### config.mk
export PLATFORM = sky130hd
export DESIGN_NAME = tx_frame_fmt
export DESIGN_NICKNAME = d
export VERILOG_FILES = /design/src/rtl/tx_fmt_pkg.sv /design/src/rtl/tx_fmt_crc.sv /design/src/rtl/tx_fmt_len.sv /design/src/rtl/tx_frame_fmt.sv
export SDC_FILE = /design/constraint.sdc
export NUM_CORES = 1
export LEC_CHECK = 0
export ABC_AREA = 0
export BUFFER_PORTS_ARGS = -buffer_cell sky130_fd_sc_hd__buf_4
export CORE_MARGIN = 2
export CORE_UTILIZATION = 60
export CTS_CLUSTER_DIAMETER = 150
export CTS_CLUSTER_SIZE = 25
export DETAILED_ROUTE_END_ITERATION = 8
export PLACE_DENSITY = 0.83
export SYNTH_ARGS = -nofsm -noshare
export SYNTH_HDL_FRONTEND = slang
export SYNTH_HIERARCHICAL = 1
export SYNTH_SLANG_ARGS = --single-unit
### constraint.sdc
create_clock -name clk -period 3.95 [get_ports clk]
set_input_delay 0.5925 -clock clk [delete_from_list [all_inputs] [get_ports clk]]
set_output_delay 0.5925 -clock clk [all_outputs]
set_load 0.01 [all_outputs]
### src/rtl/tx_fmt_pkg.sv
package tx_fmt_pkg;

    typedef enum logic [2:0] {
        ST_IDLE,
        ST_DATA,
        ST_PAD,
        ST_FCS,
        ST_DROP
    } fmt_state_t;

    localparam int          FCS_BYTES     = 4;
    localparam logic [31:0] CRC_POLY_REFL = 32'hEDB88320;
    localparam logic [31:0] CRC_PRESET    = 32'hFFFF_FFFF;

    // One byte of reflected CRC-32, bit 0 first.
    function automatic logic [31:0] crc32_step(input logic [31:0] c, input logic [7:0] b);
        logic [31:0] r;
        r = c ^ {24'h0, b};
        for (int i = 0; i < 8; i++) begin
            r = r[0] ? ((r >> 1) ^ CRC_POLY_REFL) : (r >> 1);
        end
        return r;
    endfunction

endpackage

### src/rtl/tx_fmt_crc.sv
module tx_fmt_crc
    import tx_fmt_pkg::*;
(
    input  logic        clk,
    input  logic        rst_n,
    input  logic        upd,
    input  logic        first,
    input  logic [7:0]  din,
    output logic [31:0] crc_q
);

    always_ff @(posedge clk) begin
        if (!rst_n) begin
            crc_q <= CRC_PRESET;
        end else if (upd) begin
            crc_q <= crc32_step(first ? CRC_PRESET : crc_q, din);
        end
    end

endmodule

### src/rtl/tx_fmt_len.sv
module tx_fmt_len #(
    parameter int CNT_W = 11
) (
    input  logic             clk,
    input  logic             rst_n,
    input  logic             inc,
    input  logic             first,
    output logic [CNT_W-1:0] cnt
);

    always_ff @(posedge clk) begin
        if (!rst_n) begin
            cnt <= '0;
        end else if (inc) begin
            cnt <= first ? CNT_W'(1) : cnt + 1'b1;
        end
    end

endmodule

### src/rtl/tx_frame_fmt.sv
module tx_frame_fmt
    import tx_fmt_pkg::*;
#(
    parameter int MIN_FRAME = 64,
    parameter int MAX_FRAME = 1536
) (
    input  logic       clk,
    input  logic       rst_n,
    input  logic       in_valid,
    output logic       in_ready,
    input  logic [7:0] in_data,
    input  logic       in_last,
    input  logic       in_eop,
    input  logic       in_ifcs,
    input  logic       pad_en,
    output logic       out_valid,
    output logic [7:0] out_data,
    output logic       out_sof,
    output logic       out_eof,
    output logic       out_err
);

    localparam int               CNT_W    = $clog2(MAX_FRAME + 1);
    localparam logic [CNT_W-1:0] MIN_BODY = CNT_W'(MIN_FRAME - FCS_BYTES);
    localparam logic [CNT_W-1:0] MAX_BODY = CNT_W'(MAX_FRAME - FCS_BYTES);

    fmt_state_t       state, nxt;
    logic             ifcs_q;
    logic [1:0]       fcs_idx;
    logic [CNT_W-1:0] cnt, cnt_cur, cnt_nxt;
    logic [31:0]      crc_q, fcs_word;
    logic             acc, frame_end, first;
    logic             emit, body_upd, sof_n, eof_n, err_n;
    logic [7:0]       byte_n;

    assign in_ready  = (state == ST_IDLE) || (state == ST_DATA) || (state == ST_DROP);
    assign acc       = in_valid && in_ready;
    assign frame_end = in_last && in_eop;
    assign first     = (state == ST_IDLE);
    assign cnt_cur   = first ? '0 : cnt;
    assign cnt_nxt   = cnt_cur + 1'b1;
    assign fcs_word  = ~crc_q;

    tx_fmt_crc crc_i (
        .clk   (clk),
        .rst_n (rst_n),
        .upd   (body_upd),
        .first (first),
        .din   (byte_n),
        .crc_q (crc_q)
    );

    tx_fmt_len #(.CNT_W(CNT_W)) len_i (
        .clk   (clk),
        .rst_n (rst_n),
        .inc   (body_upd),
        .first (first),
        .cnt   (cnt)
    );

    // Next state and per-cycle emission decision
    always_comb begin
        nxt      = state;
        emit     = 1'b0;
        body_upd = 1'b0;
        sof_n    = 1'b0;
        eof_n    = 1'b0;
        err_n    = 1'b0;
        byte_n   = in_data;
        unique case (state)
            ST_IDLE, ST_DATA: begin
                if (acc) begin
                    emit     = 1'b1;
                    body_upd = 1'b1;
                    sof_n    = first;
                    if (frame_end) begin
                        if (pad_en && (cnt_nxt < MIN_BODY)) begin
                            nxt = ST_PAD;
                        end else if (in_ifcs) begin
                            nxt = ST_FCS;
                        end else begin
                            eof_n = 1'b1;
                            nxt   = ST_IDLE;
                        end
                    end else if (cnt_nxt == MAX_BODY) begin
                        eof_n = 1'b1;
                        err_n = 1'b1;
                        nxt   = ST_DROP;
                    end else begin
                        nxt = ST_DATA;
                    end
                end
            end
            ST_PAD: begin
                emit     = 1'b1;
                body_upd = 1'b1;
                byte_n   = 8'h00;
                if (cnt_nxt == MIN_BODY) begin
                    if (ifcs_q) begin
                        nxt = ST_FCS;
                    end else begin
                        eof_n = 1'b1;
                        nxt   = ST_IDLE;
                    end
                end
            end
            ST_FCS: begin
                emit   = 1'b1;
                byte_n = fcs_word[8*fcs_idx +: 8];
                if (fcs_idx == 2'd3) begin
                    eof_n = 1'b1;
                    nxt   = ST_IDLE;
                end
            end
            ST_DROP: begin
                if (acc && frame_end) begin
                    nxt = ST_IDLE;
                end
            end
            default: nxt = ST_IDLE;
        endcase
    end

    // State register
    always_ff @(posedge clk) begin
        if (!rst_n) begin
            state   <= ST_IDLE;
            ifcs_q  <= 1'b0;
            fcs_idx <= 2'd0;
        end else begin
            state   <= nxt;
            fcs_idx <= (state == ST_FCS) ? fcs_idx + 2'd1 : 2'd0;
            if (acc && frame_end && (state == ST_IDLE || state == ST_DATA)) begin
                ifcs_q <= in_ifcs;
            end
        end
    end

    // Output register
    always_ff @(posedge clk) begin
        if (!rst_n) begin
            out_valid <= 1'b0;
            out_data  <= 8'h00;
            out_sof   <= 1'b0;
            out_eof   <= 1'b0;
            out_err   <= 1'b0;
        end else begin
            out_valid <= emit;
            out_data  <= byte_n;
            out_sof   <= sof_n;
            out_eof   <= eof_n;
            out_err   <= err_n;
        end
    end

endmodule

### After elaboration in Yosys (flattened, before gate mapping)

Index checks and enable logic that the tools add are counted.

* bits in registers: 61
* input port bits: 15

* $add $sub $neg: 3
* order comparisons: 1
* equal/unequal tests: 11
* shift-type cells: 1
* multiplexer cells: 34
* bitwise operators: 13
* reduce and logical (&&, ||, !) cells: 14

Operators with widths (number)
* $mux W32: 9
* $not A13 Y14: 8
* $not A32 Y32: 1
* $shiftx A32 B6 Y8: 1
* $xor A32 B8 Y32: 1
* $add A11 B1 Y11 const B: 2
* $mux W11: 2
* $mux W3: 6
* $pmux W8 S2: 1
* $pmux W3 S4: 1
* $eq A11 B11 Y1 const B: 1
* $eq A11 B6 Y1 const B: 1
* $lt A11 B6 Y1 const B: 1
* $mux W1: 9
* $eq A3 B2 Y1 const B: 2
* $mux W2: 3
* $ne A2 B2 Y1 const B: 3
* $logic_and A1 B1 Y1: 5
* $pmux W1 S2: 2
* $reduce_and A4 Y1: 1
* $reduce_or A2 Y1: 2
* $reduce_or A4 Y1: 1
* $eq A3 B1 Y1 const B: 1
* $eq A3 B3 Y1 const B: 1
* 9 further kinds: 12

### Logic depth before layout (Yosys ltp)

* depth after elaboration: 20
* mapped depth: 13
* mapped depth without buffers: 9

### Modules after synthesis

Netlist, hierarchy kept.

By module, submodules not included
* tx_fmt_crc: instances 1, cells an instance 300, area an instance 2389.8 sq um, seq. area each 640.6 sq um
* tx_frame_fmt: instances 1, cells an instance 120, area an instance 1129.8 sq um, seq. area each 360.3 sq um
* tx_fmt_len: instances 1, cells an instance 54, area an instance 493.0 sq um, seq. area each 220.2 sq um

### Worst setup path before layout

Ideal clock, no wire load.

* path type: reg2reg
* start: register fcs_idx[0]
* end: register crc_i.crc_q[26]
* library setup time: 0.133 ns
* arrival: 2.813 ns
* path slack: 1.004 ns
* stages on the path, launching flop included: 12
* path buffers: 3
* clock period less this slack: 2.946 ns
* cell sequence: dfxtp_1 buf_2 mux4_2 o21ai_0 buf_6 xnor2_1 or3_1 buf_6 nand2_4 xnor3_1 nor3_1 a211oi_2

* elaborated cells between the ends (all ways): 17
* classes of those cells: shift (1); mux (9); bitwise (7)

RTL lines
* start: declaration: line tx_frame_fmt.sv:29 `logic [1:0] fcs_idx;`
* start signal: assignment: line tx_frame_fmt.sv:132 `fcs_idx <= (state == ST_FCS) ? fcs_idx + 2'd1 : 2'd0;`
* $shiftx A32 B6 Y8 *: line tx_frame_fmt.sv:109 `byte_n = fcs_word[8*fcs_idx +: 8];`
* $pmux W8 S2 *: line tx_frame_fmt.sv:70 `unique case (state)`
* net byte_n[0]: line tx_frame_fmt.sv:34 `logic [7:0] byte_n;`
* $xor A32 B8 Y32 *: line tx_fmt_pkg.sv:18 `r = c ^ {24'h0, b};`
* $mux W32 * (7 in series): line tx_fmt_pkg.sv:20 `r = r[0] ? ((r >> 1) ^ CRC_POLY_REFL) : (r >> 1);`
* $not A13 Y14 (no source line)
* $mux W32 *: line tx_fmt_pkg.sv:20
* end signal: assignment: line tx_fmt_crc.sv:16 `crc_q <= crc32_step(first ? CRC_PRESET : crc_q, din);`
* end: declaration: line tx_fmt_crc.sv:9 `output logic [31:0] crc_q`

The timed path passes the listed nets; every way through them passes the cells marked *.
A chain may end at the register's enable or synchronous reset.

### Worst setup path after layout

* start: register fcs_idx[0]
* end: register crc_i.crc_q[26]

* elaborated cells between the ends (all ways): 17
* classes of those cells: shift (1); mux (9); bitwise (7)

RTL lines (line)
* $shiftx A32 B6 Y8 *: tx_frame_fmt.sv:109
* $pmux W8 S2 *: tx_frame_fmt.sv:70
* net byte_n[6]: tx_frame_fmt.sv:34
* $xor A32 B8 Y32 *: tx_fmt_pkg.sv:18
* $not A13 Y14 (no source line)
* $mux W32 * (7 in series): tx_fmt_pkg.sv:20
* $not A13 Y14 (no source line)
* $mux W32 *: tx_fmt_pkg.sv:20

Marks and branches as above.

==> out/qor.csv <==
metric;value;unit
fin_crit_sh;86.2;%
leakagePower;0.00172;uW
maxCapViolations;0;
synth_seq_cells;61;
cts_resized;0;
fin_worst_skew;0.0152;ns
synth_top_area_share;30.4;%
insertion_delay;0.36;ns
drv_slew;0;
n_antenna_cell;0;
startpoint;fcs_idx[0];
yosysTopAreaCell;dfxtp_1;
place_inst;559;
post_cts_buffers;0;
fin_tns_setup;0;ns
synth_most_common_cell;nor2_1;
cts_buffers;9;
clkTransAtPathRegs;0.08;ns
synth_area_per_cell;8.47;um^2
vias;3496;
rsz0062_at_grt;false;
ys_seq_area_share;30.4;%
cellPowerDensity;479;nW/um^2
totalWireLength;9700;um
synthCells;474;
cts_tree;yes;
drc_errors;6;
grt_pass1_vias;3220;
fillCellCount;495;
start_util;62.5;%
setup_ws;0.544;ns
hold_viol_final;0;
ys_types;58;
vias_per_cell;6.09;
first_iter_violations;308;
grt_pass1_wl;16000;um
critPathKind;flop to flop;
layoutNonFillerInstCount;574;
synth_edf_count;0;
pin_count;28;
htreeDepth;3;
dp_slack;0.635;ns
ys_top_cells_by_area;dfxtp_1, xnor2_1, nor2_1;
cts_sinks;61;
root_buffer;clkbuf_8;
setup.worst_path.start_class;flop;
io_buffers;27;
syn_nets;491;
grt_util_all_layers;28.1;%
grt_overflow_total;0;
die-height;85.8;um
tightest_slew;1.00;ns
hold_buffers;0;
synth_common_cells;nor2_1, dfxtp_1, xnor2_1;
dp_hpwl;6850;um
avgRoutedWirePerCell;16.9;um
hp-class;input pin to flop;
grt_max_degree;54;
postRouteAntennaNets;0;
timing.final.crit_period;3.41;ns
outcome;complete, but fails checks;
r2r-end;crc_i/crc_q[26];
postSynth.asyncResetShare;0;%
dieArea;7360;um^2
fin_nets;510;
endpoint;crc_i/crc_q[26];
critPathCaptureType;flop;
cp.arrival;3.61;ns
core;6420;um^2
clockBufferDepth;2;
synth_ff_type;dfxtp_1;
fin_util;69.3;%
worstPathMaxFanout;6;
areaGrowthSynthToFinish;10.9;%
num_rows;29;
relSlewSlack;33.1;%
reg2reg_slack;0.54;ns
syn-cell-area;4010;um^2
violations;design-rule violations;
place_congestion;0.982;
reg2regPathDepth;9;
yosys_warnings;6;
fmax;294;MHz
drive_above_1_share;16.5;%
cp.required;4.16;ns
max-vdd-ir-drop;0.000269;V
r2r-start;fcs_idx[0];
setup_viol;0;
die_w;85.8;um
antenna_found_initial;0;
first_pass_iters;7;
-- sequential cells by signal, indices dropped and copies added (netlist names) --
register and count:
crc_i/crc_q 32, fcs_idx 2, ifcs_q 1, len_i/cnt 11, out_data 8, out_eof 1, out_err 1, out_sof 1
out_valid 1, state 3
-- layer usage --
layer | GRT usage (%) | routed length (um)
met5 | 0 | 0
met4 | 13.4 | 268
met3 | 5.58 | 848
met2 | 43.3 | 4390
met1 | 37.8 | 4190
-- where the power goes --
part	switching (uW)	internal, uW	total, uW
Clock	256	368	624
Combinational	375	345	719
Sequential	94.9	691	786
Total	726	1400	2130
-- stage by stage --
step | hold slack (ns) | instance area (um^2) | total power [uW]
finish | 0.493 | 4450 | 2130
global route | 0.497 | 4450 | 2240
CTS | 0.484 | 4450 | 2130
detailed placement | 0.498 | 4240 | 1500
global placement | 0.471 | 4240 | 1480
floorplan | 0.460 | 4010 | 1340
-- layout by cell type (no fill, tap or decap), drive strengths merged, types with 2 or more instances in the layout --
cell type / synthesis / layout
a211o: 2 / 2
a211oi: 9 / 9
a21oi: 12 / 12
a31oi: 3 / 3
and2: 10 / 10
and3: 3 / 3
buf: 18 / 40
bufinv: 0 / 2
clkbuf: 14 / 11
dfxtp: 61 / 61
ha: 2 / 2
inv: 8 / 8
mux2i: 5 / 5
mux4: 8 / 8
nand2: 50 / 50
nand3: 11 / 11
nand4: 7 / 7
nor2: 66 / 66
nor2b: 2 / 2
nor3: 7 / 7
nor4: 3 / 3
o211ai: 19 / 19
o21ai: 34 / 34
o31ai: 3 / 3
or2: 4 / 4
or3: 9 / 9
or4: 4 / 4
xnor2: 61 / 61
xnor3: 4 / 4
xor2: 25 / 25
-- worst max-delay path, stage by stage, from the launching register on --
cell	delay (ns)
dfxtp_1	0.50
buf_4	0.23
mux4_2	0.51
o21ai_0	0.41
xnor2_1	0.16
or3_1	0.49
nand2_4	0.13
xnor3_1	0.46
nor3_1	0.29
a211oi_2	0.07
-- layout make-up --
class	count	area [um^2]	share of cell area, %
Multi-Input combinational cell	373	2590	58.2
Sequential cell	61	1220	27.4
Timing Repair Buffer	40	300	6.75
Clock buffer	11	141	3.18
Tap cell	77	96.3	2.16
Clock inverter	4	72.6	1.63
Inverter	8	30.0	0.675
-- cells by family after synthesis --
kind of cell | count (synthesis) | synth area share (%)
AND/OR/NAND/NOR | 180 | 22.6
multiplexers | 13 | 5.74
XOR/XNOR | 90 | 21.2
flip-flops | 61 | 30.4
AO/OA/AOI/OAI | 88 | 14.3
adder cells (fa/ha/maj) | 2 | 0.624
buffers and inverters | 40 | 5.11
-- worst min-delay path by stage --
stage	start	to	slack [ns]	cells past startpoint
after floorplan	len_i/cnt[10]	len_i/cnt[10]	0.46	2
after global placement	len_i/cnt[10]	len_i/cnt[10]	0.47	2
after detailed placement	len_i/cnt[10]	len_i/cnt[10]	0.50	2
after CTS	in_eop	state[1]	0.48	2
after global routing	in_eop	state[1]	0.50	2
final	in_eop	state[1]	0.49	2
Power figures use the tool's default switching activity.
